--- src/rtl/irq_pkg.sv ---
package irq_pkg;
  // register selector inside one bank (word address bits 2:0)
  localparam int unsigned REG_SEL_W = 3;
  localparam int unsigned WADDR_W   = REG_SEL_W + 1;

  typedef enum logic [REG_SEL_W-1:0] {
    REG_RAW    = 3'd0,
    REG_EN     = 3'd1,
    REG_ACK    = 3'd2,
    REG_MODE   = 3'd3,
    REG_SPARE  = 3'd4,
    REG_MASKED = 3'd5,
    REG_HOLE6  = 3'd6,
    REG_HOLE7  = 3'd7
  } reg_sel_e;
endpackage

--- src/rtl/irq_sync.sv ---
module irq_sync #(
  parameter int unsigned W = 22
) (
  input  logic         clk,
  input  logic         rst_n,
  input  logic [W-1:0] d,
  output logic [W-1:0] q
);
  logic [W-1:0] meta_q;

  always_ff @(posedge clk or negedge rst_n) begin
    if (!rst_n) begin
      meta_q <= '0;
      q      <= '0;
    end else begin
      meta_q <= d;
      q      <= meta_q;
    end
  end
endmodule

--- src/rtl/irq_bank.sv ---
module irq_bank
  import irq_pkg::*;
#(
  parameter int unsigned         NUM_SRC  = 22,
  parameter logic [NUM_SRC-1:0]  EN_RST   = NUM_SRC'(32'h0000_3011),
  parameter logic [NUM_SRC-1:0]  MODE_RST = NUM_SRC'(32'h0000_0019)
) (
  input  logic               clk,
  input  logic               rst_n,
  input  logic [NUM_SRC-1:0] src_lvl,
  input  logic [NUM_SRC-1:0] src_rise,
  input  logic               wr_en,
  input  reg_sel_e           sel,
  input  logic [NUM_SRC-1:0] wr_val,
  output logic [NUM_SRC-1:0] rd_val,
  output logic [NUM_SRC-1:0] raw_stat,
  output logic [NUM_SRC-1:0] en_q,
  output logic [NUM_SRC-1:0] mode_q,
  output logic               irq_q
);
  logic [NUM_SRC-1:0] latch_q;
  logic [NUM_SRC-1:0] spare_q;
  logic [NUM_SRC-1:0] ack_vec;
  logic [NUM_SRC-1:0] masked;

  // per-source status select: latched bit or live level
  function automatic logic [NUM_SRC-1:0] pick_status(
    input logic [NUM_SRC-1:0] mode, latched, level);
    return (mode & latched) | (~mode & level);
  endfunction

  // next latch value: ack clears, a rising edge wins over the ack
  function automatic logic [NUM_SRC-1:0] next_latch(
    input logic [NUM_SRC-1:0] mode, cur, ack, rise);
    return mode & ((cur & ~ack) | rise);
  endfunction

  function automatic logic any_pending(
    input logic [NUM_SRC-1:0] stat, en);
    return |(stat & en);
  endfunction

  assign ack_vec  = (wr_en && sel == REG_ACK) ? wr_val : '0;
  assign raw_stat = pick_status(mode_q, latch_q, src_lvl);
  assign masked   = raw_stat & en_q;

  always_ff @(posedge clk or negedge rst_n) begin
    if (!rst_n) begin
      en_q    <= EN_RST;
      mode_q  <= MODE_RST;
      spare_q <= '0;
      latch_q <= '0;
      irq_q   <= 1'b0;
    end else begin
      latch_q <= next_latch(mode_q, latch_q, ack_vec, src_rise);
      irq_q   <= any_pending(raw_stat, en_q);
      if (wr_en) begin
        case (sel)
          REG_EN:    en_q    <= wr_val;
          REG_MODE:  mode_q  <= wr_val;
          REG_SPARE: spare_q <= wr_val;
          default:   ;
        endcase
      end
    end
  end

  always_comb begin
    case (sel)
      REG_RAW:    rd_val = raw_stat;
      REG_EN:     rd_val = en_q;
      REG_MODE:   rd_val = mode_q;
      REG_SPARE:  rd_val = spare_q;
      REG_MASKED: rd_val = masked;
      default:    rd_val = '0;
    endcase
  end
endmodule

--- src/rtl/irq_ctrl.sv ---
module irq_ctrl
  import irq_pkg::*;
#(
  parameter int unsigned        NUM_SRC  = 22,
  parameter int unsigned        DATA_W   = 32,
  parameter logic [NUM_SRC-1:0] EN_RST   = NUM_SRC'(32'h0000_3011),
  parameter logic [NUM_SRC-1:0] MODE_RST = NUM_SRC'(32'h0000_0019)
) (
  input  logic               clk,
  input  logic               rst_n,
  input  logic [WADDR_W-1:0] bus_addr,
  input  logic               bus_we,
  input  logic [DATA_W-1:0]  bus_wdata,
  output logic [DATA_W-1:0]  bus_rdata,
  input  logic [NUM_SRC-1:0] src_in,
  output logic               irq_o,
  output logic               irq_sec_o
);
  localparam int unsigned NUM_BANKS = 2;

  // named internal events, used by the bound checker
  logic [NUM_SRC-1:0]                sync_lvl;
  logic [NUM_SRC-1:0]                prev_lvl;
  logic [NUM_SRC-1:0]                rise_v;
  logic [NUM_BANKS-1:0][NUM_SRC-1:0] raw_b;
  logic [NUM_BANKS-1:0][NUM_SRC-1:0] en_b;
  logic [NUM_BANKS-1:0][NUM_SRC-1:0] mode_b;
  logic [NUM_BANKS-1:0][NUM_SRC-1:0] rd_b;
  logic [NUM_BANKS-1:0]              irq_b;

  logic     bank_sel;
  reg_sel_e reg_sel;
  logic     unused_wdata_hi;

  assign bank_sel        = bus_addr[WADDR_W-1];
  assign reg_sel         = reg_sel_e'(bus_addr[REG_SEL_W-1:0]);
  assign unused_wdata_hi = ^bus_wdata[DATA_W-1:NUM_SRC];

  irq_sync #(.W(NUM_SRC)) u_sync (
    .clk  (clk),
    .rst_n(rst_n),
    .d    (src_in),
    .q    (sync_lvl)
  );

  always_ff @(posedge clk or negedge rst_n) begin
    if (!rst_n) prev_lvl <= '0;
    else        prev_lvl <= sync_lvl;
  end

  assign rise_v = sync_lvl & ~prev_lvl;

  for (genvar b = 0; b < NUM_BANKS; b++) begin : g_bank
    irq_bank #(
      .NUM_SRC (NUM_SRC),
      .EN_RST  (EN_RST),
      .MODE_RST(MODE_RST)
    ) u_bank (
      .clk     (clk),
      .rst_n   (rst_n),
      .src_lvl (sync_lvl),
      .src_rise(rise_v),
      .wr_en   (bus_we && (bank_sel == 1'(b))),
      .sel     (reg_sel),
      .wr_val  (bus_wdata[NUM_SRC-1:0]),
      .rd_val  (rd_b[b]),
      .raw_stat(raw_b[b]),
      .en_q    (en_b[b]),
      .mode_q  (mode_b[b]),
      .irq_q   (irq_b[b])
    );
  end

  assign bus_rdata = DATA_W'(rd_b[bank_sel]);
  assign irq_o     = irq_b[0];
  assign irq_sec_o = irq_b[1];
endmodule

--- config.mk ---
export PLATFORM = sky130hd
export DESIGN_NAME = irq_ctrl
export DESIGN_NICKNAME = d
export VERILOG_FILES = /design/src/rtl/irq_pkg.sv /design/src/rtl/irq_sync.sv /design/src/rtl/irq_bank.sv /design/src/rtl/irq_ctrl.sv
export SDC_FILE = /design/constraint.sdc
export NUM_CORES = 1
export LEC_CHECK = 0
export CORE_ASPECT_RATIO = 1.5
export CORE_MARGIN = 2
export CORE_UTILIZATION = 35
export CTS_BUF_LIST = sky130_fd_sc_hd__clkbuf_8
export CTS_CLUSTER_SIZE = 25
export DETAILED_ROUTE_END_ITERATION = 6
export PLACE_DENSITY_LB_ADDON = 0.2
export SLEW_MARGIN = 0
export SYNTH_ARGS = -nofsm -noshare
export SYNTH_HDL_FRONTEND = slang
export SYNTH_SLANG_ARGS = --single-unit
--- constraint.sdc ---
create_clock -name clk -period 2.9 [get_ports clk]
set_clock_uncertainty 0.2 [all_clocks]
set_input_delay 0.435 -clock clk [delete_from_list [all_inputs] [get_ports clk]]
set_output_delay 0.435 -clock clk [all_outputs]
set_load 0.01 [all_outputs]
==> reports/qor.csv <==
metric,value,unit
"EDFF count, synth",0,
"Period Utilization, post-route",98.2,%
die area,34600,sq um
Layout fillers,3093,
#FFs+latches synth,244,
Max Freq,0.351,GHz
Reg area,6130,sq um
post-route ant nets,0,
Die X,152,microns
"most common cell after layout, fill and taps aside",dfrtp_1,
total CTS buffers,41,
Mapped Area,11600,sq um
Slew headroom,54.5,%
fraction of registers with async set/reset,100,%
Max clock buf depth,3,
drc violations,0,
RD Place Congestion,0.872,
Worst Hold Launch,src_in[1],
CP Class,register to output pin,
drt total wl,35.5,mm
final setup margin,0.0525,ns
H-tree Lvls,2,
area of the multi-input gates,5180,sq um
Worst-Margin Slew,0.682,ns
DR vias,8703,
outcome,completed,
Core ar.,32600,sq um
Cells after Synth,962,
Post-DP Area,13400,sq um
vias in the first global route,9098,
maximum number of pins on one net before global-route repair,80,
CP max FO,4,
P per Cell Area,667,nW/um^2
drt initial violations,446,
FP Rows,81,
initial antenna violation count,0,
RSZ-0062 raised after global routing,yes,
Top-Level Pins,95,
crit start category,register,
CP required,2.27,ns
TritonRoute pass-1 iters,5,
Tmin final,2.85,ns
Wirelength per Cell,22.5,microns
most frequent cells in the layout,"225 x dfrtp_1, 166 x mux2_2, 98 x buf_4",
Synthesis Warnings,0,
hpwl dp,25.1,mm
critical path capture point type,output pin,
share of cells above drive strength 1,33.8,%
routed vias/inst,5.51,
n_diodes,0,
total track usage,20.8,%
CP Data Arrival Time,2.21,ns
Setup Viol. Count Final,0,
"Avg Cell Area, Syn",12.0,sq um
overall power,9.69,mW
first-pass GRT wire length,55.0,mm
Final #Nets,1196,
final instance area,14500,sq um
Die Height,227,microns
CTS root buf,clkbuf_8,
final hold viol count,0,
Max Slew Vio Count,0,
Hold Path Class,primary input to register,
Initial Utilization,35.4,%
Area Overhead vs Synth,25.5,%
Max IR drop VDD,366,uV
final core occ,44.5,%
clock sink count,244,
max-cap violation count,0,
P_leak,6.20,nW
clk slew on worst S/H paths,0.06,ns
Port Buffers,74,
Yosys cell types,58,
GR Overflow Total,0,
CTS tree,done,
Synth Flop Type,dfrtp_1,
reg2reg start,g_bank[0].u_bank.mode_q[3],
dpl ws,-0.221,ns
Worst-Skew Late Latency,0.57,ns
"Seq/Total Area, Yosys",52.9,%
Setup crit start,g_bank[1].u_bank.mode_q[0],
## cells by family after synthesis
family | synth area share, %
flops | 52.9
compound gates | 17.0
other cells | 0.0324
buf+inv | 3.30
mux | 18.2
simple gates | 8.52
## flip-flops by register name (all words and copies together), names as in the netlist
name and flops:
u_sync.meta_q 22, g_bank.u_bank.irq_q 2, u_sync.q 22, g_bank.u_bank.en_q 44, g_bank.u_bank.spare_q 44, prev_lvl 22, g_bank.u_bank.mode_q 44, g_bank.u_bank.latch_q 44
## critical path, cell delays in order (launching register included)
cell and delay [ns]:
dfstp_2 0.56, buf_4 0.13, nor4b_1 0.05, a311oi_1 0.25
a22oi_1 0.13, o221a_2 0.30, clkdlybuf4s15_2 0.23
## synthesized netlist by cell type (all sizes together) (8+ instances only)
| cell | count | share of area [%] |
|---|---|---|
| dfrtp | 230 | 50 |
| nand2 | 27 | 0.88 |
| nor2b | 32 | 1.7 |
| o21a | 44 | 2.9 |
| nor3b | 18 | 1.2 |
| a221oi | 9 | 0.68 |
| a21oi | 40 | 1.7 |
| o311a | 8 | 0.69 |
| a31oi | 18 | 0.97 |
| nand2b | 15 | 0.81 |
| mux2 | 172 | 17 |
| a21boi | 47 | 3.1 |
| clkbuf | 32 | 1.0 |
| a22oi | 31 | 2.0 |
| nand3 | 30 | 1.3 |
| o21ai | 29 | 1.3 |
| buf | 36 | 1.8 |
| nand3b | 10 | 0.65 |
| inv | 13 | 0.42 |
| mux2i | 16 | 1.4 |
| dfstp | 14 | 3.2 |
## metal layers
layer / global-route usage [%] / share of wire [%]
met1: 24.8 / 41
met5: 0 / 0
met3: 3.17 / 3.8
met2: 37.3 / 51
met4: 8.90 / 4.2
## timing repair
action / CTS / global route
buffers inserted: 20 / 1
hold buffers: 1 / 0
endpoints found under the setup margin: 22 / 7
pin swaps: 5 / 4
hold endpoints to repair: 64 / 0
gates resized for setup: 46 / 12
## where the power goes
part / internal (mW) / total [mW] / switching [mW]
Sequential: 4.01 / 4.47 / 0.462
Clock: 1.81 / 3.22 / 1.41
Combinational: 1.10 / 1.99 / 0.892
Total: 6.92 / 9.69 / 2.77
## path summary, 6_finish.rpt
check	end	slack, ns	cells past startpoint
max	bus_rdata[0]	0.05	6
min	u_sync.meta_q[1]	0.11	1
max reg2reg	g_bank[0].u_bank.irq_q	0.43	4
min reg2reg	u_sync.q[13]	0.14	0
max in group asynchronous	g_bank[0].u_bank.en_q[0]	1.39	3
min in group asynchronous	u_sync.meta_q[3]	0.28	2
## layout make-up
type | instances | share of cell area, %
sequential | 244 | 42.2
multi-input combinational | 645 | 35.7
timing repair buffer | 189 | 12.2
clock buffer | 53 | 5.02
tap | 415 | 3.58
clock inverter | 19 | 0.888
inverter | 14 | 0.362
## metrics by stage
| step | setup TNS (ns) | hold WS, ns | std cells |
|---|---|---|---|
| floorplan | 0 | -0.0606 | 971 |
| global placement | -2.16 | 0.133 | 1485 |
| detailed placement | -2.12 | 0.135 | 1485 |
| CTS | 0 | 0.0799 | 1578 |
| global route | -0.0255 | 0.0954 | 1579 |
| finish | 0 | 0.109 | 1579 |
No activity file was read; power rests on OpenSTA's default activity.
